<file path="src/rtl/pwm_alt_pkg.sv">
package pwm_alt_pkg;

    localparam int RATE_W = 2;
    localparam int PRE_W  = (1 << RATE_W) - 1;
    localparam int IRQ_N  = 2;
    localparam int IRQ_A  = 0;
    localparam int IRQ_B  = 1;

    typedef struct packed {
        logic              arm;
        logic              gpo;
        logic              irqb_en;
        logic              irqa_en;
        logic              tog_en;
        logic [RATE_W-1:0] rate;
        logic              run;
    } ctl_t;

    localparam int CTL_W = $bits(ctl_t);

    typedef enum logic {
        SEL_A = 1'b0,
        SEL_B = 1'b1
    } sel_e;

    function automatic logic [PRE_W-1:0] rate_mask(input logic [RATE_W-1:0] r);
        logic [PRE_W-1:0] m;
        for (int i = 0; i < PRE_W; i++) begin
            m[i] = (i < int'(r));
        end
        return m;
    endfunction

    function automatic sel_e sel_flip(input sel_e s);
        return (s == SEL_A) ? SEL_B : SEL_A;
    endfunction

endpackage

</file>
<file path="src/rtl/pwm_prescaler.sv">
module pwm_prescaler
    import pwm_alt_pkg::*;
(
    input  logic              clk,
    input  logic              rst,
    input  logic              run,
    input  logic [RATE_W-1:0] rate,
    output logic              tick
);

    logic [PRE_W-1:0] pre;
    logic [PRE_W-1:0] mask;

    assign mask = rate_mask(rate);
    assign tick = run && ((pre & mask) == mask);

    always_ff @(posedge clk) begin
        if (rst || !run) begin
            pre <= '0;
        end else begin
            pre <= pre + 1'b1;
        end
    end

    AST_TICK_SPACING: assert property (@(posedge clk) disable iff (rst)
        (tick && rate != '0) |=> (!tick || !$stable(rate))) else $error("tick spacing");

endmodule

</file>
<file path="src/rtl/pwm_trig_sync.sv">
module pwm_trig_sync #(
    parameter int STAGES = 2
) (
    input  logic clk,
    input  logic rst,
    input  logic din,
    output logic rise
);

    logic [STAGES:0] sh;

    for (genvar g = 0; g <= STAGES; g++) begin : g_stage
        if (g == 0) begin : g_first
            always_ff @(posedge clk) begin
                if (rst) sh[g] <= 1'b0;
                else     sh[g] <= din;
            end
        end else begin : g_next
            always_ff @(posedge clk) begin
                if (rst) sh[g] <= 1'b0;
                else     sh[g] <= sh[g-1];
            end
        end
    end

    assign rise = sh[STAGES-1] & ~sh[STAGES];

    AST_RISE_PULSE: assert property (@(posedge clk) disable iff (rst)
        rise |=> !rise) else $error("trigger edge longer than one cycle");

endmodule

</file>
<file path="src/rtl/pwm_reload_core.sv">
module pwm_reload_core
    import pwm_alt_pkg::*;
#(
    parameter int CNT_W = 16
) (
    input  logic             clk,
    input  logic             rst,
    input  logic             run,
    input  logic             enter,
    input  logic             tick,
    input  logic             tog_en,
    input  logic             gpo,
    input  logic             rega_we,
    input  logic             regb_we,
    input  logic             cnt_we,
    input  logic [CNT_W-1:0] wdata,
    output logic [CNT_W-1:0] count,
    output logic             pq,
    output logic             evt_a,
    output logic             evt_b
);

    logic [CNT_W-1:0] rega;
    logic [CNT_W-1:0] regb;
    sel_e             sel;
    logic             uf;

    assign uf    = tick && (count == '0) && !cnt_we;
    assign evt_a = uf && (sel == SEL_A);
    assign evt_b = uf && (sel == SEL_B);

    always_ff @(posedge clk) begin
        if (rst) begin
            rega <= '0;
            regb <= '0;
        end else begin
            if (rega_we) rega <= wdata;
            if (regb_we) regb <= wdata;
        end
    end

    always_ff @(posedge clk) begin
        if (rst) begin
            count <= '0;
        end else if (cnt_we) begin
            count <= wdata;
        end else if (uf) begin
            count <= (sel == SEL_A) ? rega : regb;
        end else if (tick) begin
            count <= count - 1'b1;
        end
    end

    always_ff @(posedge clk) begin
        if (rst) begin
            sel <= SEL_A;
        end else if (enter) begin
            sel <= SEL_A;
        end else if (uf) begin
            sel <= sel_flip(sel);
        end
    end

    always_ff @(posedge clk) begin
        if (rst) begin
            pq <= 1'b0;
        end else if (!run) begin
            pq <= gpo;
        end else if (uf && tog_en) begin
            pq <= ~pq;
        end
    end

    AST_RELOAD_A: assert property (@(posedge clk) disable iff (rst)
        evt_a |=> count == $past(rega)) else $error("A reload value");
    AST_RELOAD_B: assert property (@(posedge clk) disable iff (rst)
        evt_b |=> count == $past(regb)) else $error("B reload value");
    AST_DECREMENT: assert property (@(posedge clk) disable iff (rst)
        (tick && !uf && !cnt_we) |=> count == $past(count) - 1'b1) else $error("decrement");
    AST_TOGGLE: assert property (@(posedge clk) disable iff (rst)
        (uf && tog_en) |=> pq != $past(pq)) else $error("toggle");
    AST_HALT_HOLD: assert property (@(posedge clk) disable iff (rst)
        (!run && !cnt_we) |=> $stable(count)) else $error("halted count moved");
    AST_CNT_WRITE: assert property (@(posedge clk) disable iff (rst)
        cnt_we |=> count == $past(wdata)) else $error("counter write");

endmodule

</file>
<file path="src/rtl/pwm_irq_flags.sv">
module pwm_irq_flags #(
    parameter int N = 2
) (
    input  logic         clk,
    input  logic         rst,
    input  logic [N-1:0] set,
    input  logic         clr_we,
    input  logic [N-1:0] clr,
    output logic [N-1:0] pend
);

    for (genvar i = 0; i < N; i++) begin : g_flag
        always_ff @(posedge clk) begin
            if (rst) begin
                pend[i] <= 1'b0;
            end else if (set[i]) begin
                pend[i] <= 1'b1;
            end else if (clr_we && clr[i]) begin
                pend[i] <= 1'b0;
            end
        end

        AST_PEND_SET: assert property (@(posedge clk) disable iff (rst)
            set[i] |=> pend[i]) else $error("flag not set");
        AST_PEND_STICKY: assert property (@(posedge clk) disable iff (rst)
            (pend[i] && !(clr_we && clr[i])) |=> pend[i]) else $error("flag dropped");
    end

endmodule

</file>
<file path="src/rtl/pwm_alt_timer.sv">
module pwm_alt_timer
    import pwm_alt_pkg::*;
#(
    parameter int CNT_W       = 16,
    parameter int SYNC_STAGES = 2
) (
    input  logic             clk,
    input  logic             rst,
    input  logic             ctl_we,
    input  logic [CTL_W-1:0] ctl_wdata,
    input  logic             rega_we,
    input  logic             regb_we,
    input  logic             cnt_we,
    input  logic [CNT_W-1:0] wdata,
    input  logic             clr_we,
    input  logic [IRQ_N-1:0] clr_wdata,
    input  logic             trig_in,
    output logic             pwm_out,
    output logic [CNT_W-1:0] count,
    output logic [IRQ_N-1:0] irq_pend,
    output logic             irq
);

    ctl_t             ctl;
    ctl_t             wctl;
    logic             rise;
    logic             trig_go;
    logic             enter;
    logic             tick;
    logic             pq;
    logic             evt_a;
    logic             evt_b;
    logic [IRQ_N-1:0] irq_set;

    assign wctl    = ctl_t'(ctl_wdata);
    assign trig_go = !ctl.run && ctl.arm && rise && !ctl_we;
    assign enter   = !ctl.run && (ctl_we ? wctl.run : trig_go);

    always_ff @(posedge clk) begin
        if (rst) begin
            ctl <= '0;
        end else if (ctl_we) begin
            ctl <= wctl;
        end else if (trig_go) begin
            ctl.run <= 1'b1;
            ctl.arm <= 1'b0;
        end
    end

    pwm_trig_sync #(.STAGES(SYNC_STAGES)) u_sync (
        .clk  (clk),
        .rst  (rst),
        .din  (trig_in),
        .rise (rise)
    );

    pwm_prescaler u_pre (
        .clk  (clk),
        .rst  (rst),
        .run  (ctl.run),
        .rate (ctl.rate),
        .tick (tick)
    );

    pwm_reload_core #(.CNT_W(CNT_W)) u_core (
        .clk     (clk),
        .rst     (rst),
        .run     (ctl.run),
        .enter   (enter),
        .tick    (tick),
        .tog_en  (ctl.tog_en),
        .gpo     (ctl.gpo),
        .rega_we (rega_we),
        .regb_we (regb_we),
        .cnt_we  (cnt_we),
        .wdata   (wdata),
        .count   (count),
        .pq      (pq),
        .evt_a   (evt_a),
        .evt_b   (evt_b)
    );

    assign irq_set[IRQ_A] = evt_a && ctl.irqa_en;
    assign irq_set[IRQ_B] = evt_b && ctl.irqb_en;

    pwm_irq_flags #(.N(IRQ_N)) u_irq (
        .clk    (clk),
        .rst    (rst),
        .set    (irq_set),
        .clr_we (clr_we),
        .clr    (clr_wdata),
        .pend   (irq_pend)
    );

    assign pwm_out = ctl.run ? pq : ctl.gpo;
    assign irq     = |irq_pend;

    AST_NO_ARM_NO_START: assert property (@(posedge clk) disable iff (rst)
        (!ctl.run && !ctl.arm && !ctl_we) |=> !ctl.run) else $error("start without arm");
    AST_ARMED_START: assert property (@(posedge clk) disable iff (rst)
        (!ctl.run && ctl.arm && rise && !ctl_we) |=> (ctl.run && !ctl.arm)) else $error("armed start");
    AST_EVT_NEEDS_RUN: assert property (@(posedge clk) disable iff (rst)
        (evt_a || evt_b) |-> $past(ctl.run) || ctl.run) else $error("reload while halted");

endmodule

</file>
<file path="config.mk">
export PLATFORM = sky130hd
export DESIGN_NAME = pwm_alt_timer
export DESIGN_NICKNAME = d
export VERILOG_FILES = /design/src/rtl/pwm_alt_pkg.sv /design/src/rtl/pwm_prescaler.sv /design/src/rtl/pwm_trig_sync.sv /design/src/rtl/pwm_reload_core.sv /design/src/rtl/pwm_irq_flags.sv /design/src/rtl/pwm_alt_timer.sv
export SDC_FILE = /design/constraint.sdc
export NUM_CORES = 1
export LEC_CHECK = 0
export BUFFER_PORTS_ARGS = -buffer_cell sky130_fd_sc_hd__clkbuf_2
export CAP_MARGIN = 10
export CORE_UTILIZATION = 55
export CTS_BUF_LIST = sky130_fd_sc_hd__clkbuf_2
export DETAILED_ROUTE_END_ITERATION = 8
export PLACE_DENSITY = 0.83
export SKIP_LAST_GASP = 1
export SYNTH_ARGS = -nofsm -noshare
export SYNTH_HDL_FRONTEND = slang
export SYNTH_SLANG_ARGS = --single-unit
</file>
<file path="constraint.sdc">
create_clock -name clk -period 3.1 [get_ports clk]
set_input_delay 0.93 -clock clk [delete_from_list [all_inputs] [get_ports clk]]
set_output_delay 0.93 -clock clk [all_outputs]
set_load 0.02 [all_outputs]
</file>
==> results of run 1 <==
==> kinds of logic (layout without fill, tap and decap cells) <==
group / count (synthesis) / count (layout) / share of synthesized area (%)
AOI/OAI and AO/OA: 40 / 40 / 8.90
xor gates and xnor gates: 15 / 15 / 3.94
adders and majority gates: 3 / 3 / 1.13
buffers and inverters: 42 / 89 / 5.15
DFF: 66 / 66 / 39.7
muxes: 58 / 58 / 17.6
and+or+nand+nor: 146 / 146 / 23.6
==> power by group through the flow <==
stage | clock network, W | logic [W] | registers [W]
finish | 0.000586 | 0.000337 | 0.000958
global route | 0.000631 | 0.000367 | 0.000965
CTS | 0.000590 | 0.000334 | 0.000956
detailed placement | 0 | 0.000331 | 0.000974
global placement | 0 | 0.000327 | 0.000970
floorplan | 0 | 0.000227 | 0.000973
==> final cells by class <==
type                            instances  area [um2]
Multi-Input combinational cell        262        1840
Clock buffer                           10        50.0
Fill cell                             480        1920
Inverter                               12        45.0
Clock inverter                          6        81.3
Tap cell                               72        90.1
Sequential cell                        66        1320
Timing Repair Buffer                   61         325
==> critical path, delay by kind of cell, from the launching register on <==
family / cells / cell delay, ns
and+or+nand+nor: 3 / 1.43
DFF: 1 / 0.44
AOI/OAI and AO/OA: 1 / 0.42
muxes: 1 / 0.35
==> final timing paths <==
check | endpoint | slack, ns | cells past startpoint
max reg2reg | u_core.count[1]$_SDFFE_PP0P_ | 0.34 | 5
min | u_sync.sh[1]$_SDFF_PP0_ | 0.47 | 1
max | u_core.count[1]$_SDFFE_PP0P_ | 0.34 | 5
min reg2reg | u_sync.sh[1]$_SDFF_PP0_ | 0.47 | 1
==> registers in the layout, indices dropped and copies added, names as in the netlist <==
signal,count
u_core.sel,1
u_core.pq,1
ctl,8
u_irq.pend,2
u_core.rega,16
u_sync.sh,3
u_pre.pre,3
u_core.count,16
u_core.regb,16
==> layer usage <==
layer  share of wire (%)  vias up  GRT usage [%]
met4                 2.2        0           11.4
met1                  47     1370           36.2
met5                   0        -              0
met3                 6.7       20           6.51
li1                    -     1405              -
met2                  44      124           40.9
==> cell usage in the layout (no fill, tap or decap), drive strengths merged, types with 2 or more instances in the layout <==
| cell type | n |
|---|---|
| bufinv | 2 |
| or2 | 2 |
| and4 | 2 |
| nor2 | 50 |
| clkinv | 3 |
| nand2 | 12 |
| and2 | 2 |
| o211ai | 4 |
| inv | 12 |
| nand3 | 6 |
| ha | 3 |
| dfxtp | 66 |
| a2111oi | 7 |
| nand4 | 2 |
| and3 | 3 |
| nand3b | 2 |
| o31ai | 6 |
| nor3 | 23 |
| a21oi | 13 |
| buf | 8 |
| a21bo | 2 |
| mux2i | 53 |
| nor2b | 11 |
| or3 | 6 |
| nor4b | 2 |
| xor2 | 9 |
| mux2 | 5 |
| clkbuf | 63 |
| nor4 | 16 |
| xnor2 | 6 |
| or4 | 4 |
==> Yosys cell counts (8+ instances only) <==
cell / count / share of area (%)
mux2i_1: 53 / 16
nor2b_1: 11 / 2.1
dfxtp_1: 66 / 40
a21oi_1: 13 / 2.0
clkbuf_1: 18 / 2.0
inv_1: 12 / 1.4
nor4_1: 15 / 2.8
buf_1: 8 / 0.90
nand2_1: 12 / 1.4
nor2_1: 50 / 5.6
xor2_1: 9 / 2.4
nor3_1: 22 / 3.3
==> through the flow <==
stage | worst slack (ns) | utilization (%)
global placement | 0.492 | 63.8
detailed placement | 0.365 | 63.8
floorplan | 0.548 | -
global route | 0.134 | 66.1
finish | 0.339 | 66.1
CTS | 0.331 | 66.1
==> metrics.yaml, run 1 <==
clock_network:
  insertion_delay_ns: 0.51
  htree_num_levels: 3
  clock-sinks: 66
  holdBufCountCts: 0
  postCtsSetupBuffers: 0
  numCtsBuffers: 9
  cts_tree: "built"
  cts.repair.resized: 0
  cts-root-buf: "clkbuf_2"
  clk_pin_slew_ns: 0.19
  cts.path.max_buffers: 2
pwr:
  swShare_pct: 30.2
  power_frac_comb_pct: 17.9
  max-vdd-ir-drop_uv: 348
  p_switching_w: 0.000569
  p_seq_share_pct: 51.0
  p_int_w: 0.00131
  clockPowerShare_pct: 31.1
  p_per_area_nw_per_um2: 501
  cellLeakagePower_nw: 1.69
  power.total_w: 0.00188
yosys:
  ys_warn_count: 0
  synthCells: 370
  yosysSeqAreaShare_pct: 39.7
  synth_nets: 407
  synth_cell_type_count: 48
  synth-seq-cells: 66
  netlist_area_um2: 3330
  dominantRegCellSynth: "dfxtp_1"
  synth-edff-count: 0
  syn_area_per_cell_um2: 9.00
  async_flop_share_pct: 0
layout:
  antenna_cells: 0
  layout-drive-gt1-share_pct: 21.8
  area_growth_pct: 12.6
  stdcell_count: 489
  nets: 449
  finalInstanceArea_um2: 3750
placed_design:
  port_buffers: 53
  finalWeightedCongestion: 0.867
  dp_cells: 473
  post-dp-hpwl_um: 5620
  placed_area_um2: 3620
routing:
  ant_nets: 0
  viasPerCell: 5.97
  via_count: 2919
  routedWlPerCell_um: 16.5
  initialDrtViolationCount: 286
  dr.pass1.iters: 5
  route.detailed.drc: 0
  wl_um: 8060
floorplan:
  core_area_um2: 5680
  fp.dieW_um: 79.8
  boundaryPins: 54
  num_rows: 27
  die_y_um: 79.8
  die-area_um2: 6370
  start_util_pct: 58.7
setup_path:
  critical_path.cell_chain: "or4_1, nor4_4, and4_4, mux2_2, a2111oi_0"
  end_kind: "flop"
  critPathKind: "reg -> reg"
  crit_start: "u_core.count[2]$_SDFFE_PP0P_"
  cp_slowest_cell: "or4_1"
  critPathArrivalTime_ns: 3.15
  startpoint_type: "flop"
  max_stage_delay_ns: 0.73
  worstPathRequired_ns: 3.48
  r2r-start: "u_core.count[2]$_SDFFE_PP0P_"
  cp_max_fo: 12
sta:
  hold_viol: 0
  worst_pin_slew_ns: 0.902
  setup-tns-final_ns: 0
  final_max_slew_viol_count: 0
  period_needed_ns: 2.76
  rsz0062_at_grt: "no"
  fmax_mhz: 362
  clock-skew-final_ns: 0.0206
  maxSlewHeadroom_pct: 39.8
  fin_hold_ws_ns: 0.467
  setup_viol: 0
  post-route-period-util_pct: 89.1
min_path:
  worst_hold_path_type: "reg -> reg"
  holdCritStartpoint: "u_sync.sh[0]$_SDFF_PP0_"
global_routing:
  grt-ovfl-total: 0
  grt_usage_pct: 26.9
  antenna_found_initial: 0
  grt_pass1_wl_um: 13000
  grt_max_degree: 46
  grt_pass1_vias: 2681
status:
  status: "complete, no violations"
flow_run:
  max-cap-violations: 0
(Power assumes the default switching activity.)
==> run 2: changes to the inputs <==
Settings changed: CORE_UTILIZATION 55 to 53, PLACE_DENSITY 0.83 to 0.84.
Clock period 3.1 ns to 2.5 ns, I/O delays scaled along.
==> run 2 against run 1 <==
Effect of this change: wire length grew 5.7%; critical endpoint is now pwm_out; highest routed layer unchanged; register-to-register slack lost 0.20 ns; critical path depth shrank 3; die area grew 3.7%; sequential power grew 22%.
==> metrics.yaml, run 2 (synthesized netlist as in run 1, its figures left out) <==
sta:
  worst_slack_ns: 0.0754  # -0.263 ns
  fin_hold_ws_ns: 0.440  # -0.0276 ns
  worst_pin_slew_ns: 0.725  # -0.177 ns
  rsz0062_at_grt: "no"
  hold_viol: 0  # unchanged
  fmax_mhz: 412
  maxSlewHeadroom_pct: 51.6  # +12 points
  clock-skew-final_ns: 0.0324  # +0.0118 ns
  setup_viol: 0  # unchanged
  final_max_slew_viol_count: 0  # unchanged
  setup-tns-final_ns: 0  # unchanged
  period_needed_ns: 2.42
  post-route-period-util_pct: 97.0
clock_network:
  postCtsSetupBuffers: 0  # unchanged
  clk_pin_slew_ns: 0.17  # -0.02 ns
  holdBufCountCts: 0  # unchanged
  clock-sinks: 66  # unchanged
  cts.path.max_buffers: 2  # unchanged
  htree_num_levels: 3  # unchanged
  cts.repair.resized: 0  # unchanged
  cts-root-buf: "clkbuf_2"
  cts_tree: "built"
  numCtsBuffers: 9  # unchanged
  insertion_delay_ns: 0.54  # +0.03 ns
placed_design:
  finalWeightedCongestion: 0.919  # +6.0%
  port_buffers: 53  # unchanged
  place_ws_ns: 0.169  # -0.196 ns
  post-dp-hpwl_um: 6250  # +11%
setup_path:
  critical_path.cell_chain: "mux2_2, clkbuf_2"
  critPathArrivalTime_ns: 1.67  # -1.48 ns
  cp_slowest_cell: "dfxtp_1"
  cp_max_fo: 10  # -2
  worstPathRequired_ns: 1.75  # -1.73 ns
  startpoint_type: "flop"
  max_stage_delay_ns: 0.61  # -0.12 ns
  end_kind: "output pin"
  cp_top_family: "flip-flops"
  critical_path_buf_inv_count: 1  # +1
  critPathKind: "reg -> out"
layout:
  reg.largest.list: "u_core.count x16, u_core.rega x16, u_core.regb x16"
  fill_cells: 513  # +6.9%
  nets: 468  # +4.2%
  layout-drive-gt1-share_pct: 25.1  # +3.2 points
  antenna_cells: 0  # unchanged
  regArea_um2: 1320  # unchanged
  multi_input_area_um2: 1840  # +0.34%
  fin_util_pct: 65.0  # -1.1 points
  mostFrequentLayoutCells: "66 x dfxtp_1, 64 x clkbuf_2, 53 x mux2i_1, 50 x nor2_1, 27 x buf_4"
  area_growth_pct: 16.9
  layout_commonest_cell: "dfxtp_1"
routing:
  dr.pass1.iters: 4  # -1
  wl_met3_um: 497  # -8.5%
  initialDrtViolationCount: 223  # -22%
  drt-met1-wl_um: 3780  # -0.24%
  route.detailed.drc: 0  # unchanged
  routedWlPerCell_um: 16.7  # +1.3%
  top_layer: "met4"
  wl_met2_um: 4100  # +15%
  viasPerCell: 5.79  # -3.1%
  via_count: 2951  # +1.1%
  ant_nets: 0  # unchanged
  wl_um: 8520  # +5.7%
global_routing:
  grt_pass1_vias: 2765  # +3.1%
  grt-ovfl-total: 0  # unchanged
  antenna_found_initial: 0  # unchanged
  grt_usage_pct: 27.5  # +0.56 points
  grt_pass1_wl_um: 13500  # +3.7%
  grt_max_degree: 32  # -30%
floorplan:
  core_area_um2: 5990  # +5.6%
  boundaryPins: 54  # unchanged
  die_y_um: 81.3  # +1.8%
  die-area_um2: 6610  # +3.7%
  fp.dieW_um: 81.3  # +1.8%
  start_util_pct: 55.6  # -3.1 points
  num_rows: 28  # +3.7%
pwr:
  cellLeakagePower_nw: 1.79  # +5.4%
  max-vdd-ir-drop_uv: 349  # +0.29%
  p_per_area_nw_per_um2: 601  # +20%
min_path:
  worst_hold_path_type: "in -> reg"
flow_run:
  max-cap-violations: 0  # unchanged
status:
  status: "complete, no violations"
run 2: per-stage QoR:
| stage | instance area, um2 | total power (W) | instances |
|---|---|---|---|
| floorplan | 3330 | 0.00149 | 370 |
| global placement | 3770 | 0.00164 | 495 |
| detailed placement | 3770 | 0.00165 | 495 |
| CTS | 3890 | 0.00233 | 510 |
| global route | 3890 | 0.00244 | 510 |
| finish | 3890 | 0.00234 | 510 |
run 2: final timing paths:
kind,startpoint,to,slack (ns),depth (start not counted)
min reg2reg,u_sync.sh[1]$_SDFF_PP0_,u_sync.sh[2]$_SDFF_PP0_,0.47,1
max,ctl[0]$_SDFFE_PP0P_,pwm_out,0.08,2
max reg2reg,u_core.count[2]$_SDFFE_PP0P_,u_core.count[3]$_SDFFE_PP0P_,0.14,6
min,trig_in,u_sync.sh[0]$_SDFF_PP0_,0.44,2
run 2: layout make-up:
class	count	share of cell area, %
clock buffer	11	1.41
clock inverter	4	1.73
timing repair buffer	80	12.0
multi-input combinational	262	47.3
inverter	12	1.16
tap	75	2.41
sequential	66	33.9
run 2: report_power, final:
part / internal (W) / total, W / leakage, nW / switching, W
logic: 0.000208 / 0.000470 / 1.17 / 0.000262
clock network: 0.000328 / 0.000699 / 0.0771 / 0.000370
registers: 0.00112 / 0.00117 / 0.544 / 0.0000554
run 2: metal layers:
layer	GRT usage (%)	vias up
li1	-	1449
met1	35.3	1395
met2	44.4	92
met3	6.07	15
met4	10.9	0
met5	0	-
==> run 3: changes to the inputs <==
Settings changed: CORE_UTILIZATION 53 to 52, CTS_CLUSTER_SIZE set to 10, HOLD_SLACK_MARGIN set to 0.1, PLACE_DENSITY 0.84 to 0.83, SYNTH_HIERARCHICAL set to 1.
==> run 3 against run 2 <==
Effect of this change: via count down 6.7%; combinational power is 19% lower; total power decreased by 12%; critical path type is now reg -> reg; critical endpoint is now u_core/count[1]$_SDFFE_PP0P_.
==> metrics.yaml, run 3 <==
layout:
  reg.largest.list: "u_core/count x16, u_core/rega x16, u_core/regb x16"
  antenna_cells: 0  # unchanged
  nets: 430  # -8.1%
  stdcell_count: 474  # -7.1%
  mostFrequentLayoutCells: "66 x dfxtp_1, 65 x clkbuf_2, 52 x nor2_1, 48 x mux2i_1, 19 x a21oi_1"
  area_growth_pct: 13.0
  fill_cells: 546  # +6.4%
  layout-drive-gt1-share_pct: 24.1  # -1.0 points
  layout_commonest_cell: "dfxtp_1"
pwr:
  p_int_w: 0.00142  # -14%
  cellLeakagePower_nw: 1.54  # -14%
  power_frac_comb_pct: 18.6  # -1.5 points
  max-vdd-ir-drop_uv: 462  # +32%
  p_seq_share_pct: 57.0  # +6.9 points
  p_switching_w: 0.000642  # -6.6%
  swShare_pct: 31.1  # +1.8 points
  clockPowerShare_pct: 24.5  # -5.3 points
  p_per_area_nw_per_um2: 576  # -4.2%
sta:
  final_max_slew_viol_count: 0  # unchanged
  fmax_mhz: 435  # +5.4%
  rsz0062_at_grt: "no"
  worst_pin_slew_ns: 0.594  # -0.132 ns
  maxSlewHeadroom_pct: 60.4  # +8.8 points
  setup-tns-final_ns: 0  # unchanged
  clock-skew-final_ns: 0.0173  # -0.0151 ns
  worst_slack_ns: 0.200  # +0.124 ns
  post-route-period-util_pct: 92.0  # -5.0 points
  setup_viol: 0  # unchanged
  period_needed_ns: 2.30  # -0.124 ns
  hold_viol: 0  # unchanged
global_routing:
  grt_pass1_vias: 2619  # -5.3%
  grt_pass1_wl_um: 12200  # -9.9%
  antenna_found_initial: 0  # unchanged
  grt-ovfl-total: 0  # unchanged
  met3_usage_pct: 7.43  # +1.4 points
  grt_usage_pct: 24.9  # -2.6 points
  met2_usage_pct: 41.4  # -3.0 points
  grt-busiest-layer: "met2"
  grt_max_degree: 60  # +88%
  grt_util_met1_pct: 29.7  # -5.6 points
placed_design:
  dp_cells: 457  # -7.7%
  finalWeightedCongestion: 0.874  # -4.9%
  place_ws_ns: 0.172  # +0.00246 ns
  port_buffers: 53  # unchanged
  post-dp-hpwl_um: 5120  # -18%
routing:
  wl_um: 7430  # -13%
  via_count: 2754  # -6.7%
  ant_nets: 0  # unchanged
  route.detailed.drc: 0  # unchanged
  routedWlPerCell_um: 15.7  # -6.2%
  viasPerCell: 5.81  # +0.41%
  dr.pass1.iters: 4  # unchanged
  initialDrtViolationCount: 158  # -29%
yosys:
  netlist_area_um2: 3170  # -4.9%
  dominantRegCellSynth: "dfxtp_1"
  synth_top_cell_area_share_pct: 41.7  # +2.1 points
  synthCells: 341  # -7.8%
  synthTopCellsByArea: "dfxtp_1 42%, mux2i_1 15%, nor2_1 6.2%"
  synth_top_cell_by_area: "dfxtp_1"
  async_flop_share_pct: 0  # unchanged
  synth_nets: 377  # -7.4%
  synth-edff-count: 0  # unchanged
  synth-seq-cells: 66  # unchanged
  syn_area_per_cell_um2: 9.29  # +3.2%
  ys_warn_count: 6  # +6
  synth_cell_type_count: 51  # +6.3%
  synth_most_common_cell: "dfxtp_1"
  ys_top_cells_by_count: "66 x dfxtp_1, 52 x nor2_1, 48 x mux2i_1"
  yosysSeqAreaShare_pct: 41.7  # +2.1 points
setup_path:
  ff2ff_setup_slack_ns: 0.20  # +0.06 ns
  r2r-start: "ctl[2]$_SDFFE_PP0P_"
  worstPathRequired_ns: 2.96  # +1.21 ns
  startpoint_type: "flop"
  end_kind: "flop"
  crit_start: "ctl[2]$_SDFFE_PP0P_"
  critPathArrivalTime_ns: 2.76  # +1.09 ns
  cp_max_fo: 8  # -2
  critPathKind: "reg -> reg"
min_path:
  worst_hold_path_type: "in -> reg"
  holdCritStartpoint: "clr_wdata[1]"
clock_network:
  insertion_delay_ns: 0.50  # -0.04 ns
  clk_pin_slew_ns: 0.18  # about the same
  htree_num_levels: 3  # unchanged
  clock-sinks: 66  # unchanged
  cts-root-buf: "clkbuf_2"
  cts_tree: "built"
  numCtsBuffers: 9  # unchanged
  cts.path.max_buffers: 2  # unchanged
floorplan:
  core_area_um2: 5890  # -1.8%
  die-area_um2: 6410  # -3.0%
  die_y_um: 80.0  # -1.5%
  boundaryPins: 54  # unchanged
  start_util_pct: 53.8  # -1.8 points
  num_rows: 28  # unchanged
  fp.dieW_um: 80.0  # -1.5%
flow_run:
  max-cap-violations: 0  # unchanged
status:
  status: "complete, no violations"
==> run 3: worst paths after layout <==
path | to | cells after the start
max reg2reg | u_core/count[1]$_SDFFE_PP0P_ | 8
min | u_irq/pend[1]$_SDFFE_PP0P_ | 2
min reg2reg | u_sync/sh[1]$_SDFF_PP0_ | 1
max | u_core/count[1]$_SDFFE_PP0P_ | 8
==> run 3: area by class of cell <==
type	count	area (um2)	share of cell area, %
clock inverters	4	18.8	0.524
inverters	11	41.3	1.15
clock buffers	12	60.1	1.68
flip-flops and latches	66	1320	36.9
repair buffers	61	338	9.44
multi-input cells	245	1710	47.7
well taps	75	93.8	2.62
==> run 3: through the flow <==
| stage | area, um2 | hold slack [ns] | utilization [%] | power (W) |
|---|---|---|---|---|
| after global placement | 3490 | 0.420 | 59.4 | 0.00156 |
| after CTS | 3570 | 0.395 | 60.7 | 0.00207 |
| after global routing | 3580 | 0.370 | 60.8 | 0.00217 |
| after floorplan | 3170 | 0.414 | - | 0.00145 |
| after detailed placement | 3490 | 0.437 | 59.4 | 0.00157 |
| final | 3580 | 0.433 | 60.8 | 0.00206 |
==> run 3: cell families after synthesis <==
| kind of cell | count (synthesis) | share of synthesized area [%] |
|---|---|---|
| multiplexers | 53 | 16.9 |
| AND/OR/NAND/NOR | 114 | 18.9 |
| XOR/XNOR | 13 | 3.60 |
| buffers and inverters | 30 | 4.39 |
| AO/OA/AOI/OAI | 63 | 13.6 |
| flip-flops | 66 | 41.7 |
| adder cells (fa/ha/maj) | 2 | 0.790 |
==> run 3: routing by layer <==
metal  vias up  wire length [um]
met5         -                 0
met2        90              3640
met4         0               107
met1      1318              3230
li1       1335                 -
met3        11               444
==> run 3: critical path, cell delays in order (launching register included) <==
cell      delay [ns]
dfxtp_1         0.37
inv_1           0.06
o21ai_0         0.10
a221oi_2        0.45
nand2b_1        0.25
nor3_4          0.34
nand2_2         0.14
a221oi_1        0.34
o221a_1         0.22
==> run 3: repair_timing <==
action	CTS	global route
gates resized for setup	0	0
buffers inserted	0	1
endpoints found under the setup margin	0	3
hold buffers	0	0
==> run 3: power groups by stage <==
stage	combinational, W	clock [W]	sequential (W)
2_1_floorplan	0.000241	0	0.00121
3_3_place_gp	0.000370	0	0.00119
3_5_place_dp	0.000377	0	0.00119
4_1_cts	0.000380	0.000519	0.00117
5_1_grt	0.000419	0.000572	0.00118
6_report	0.000382	0.000505	0.00117
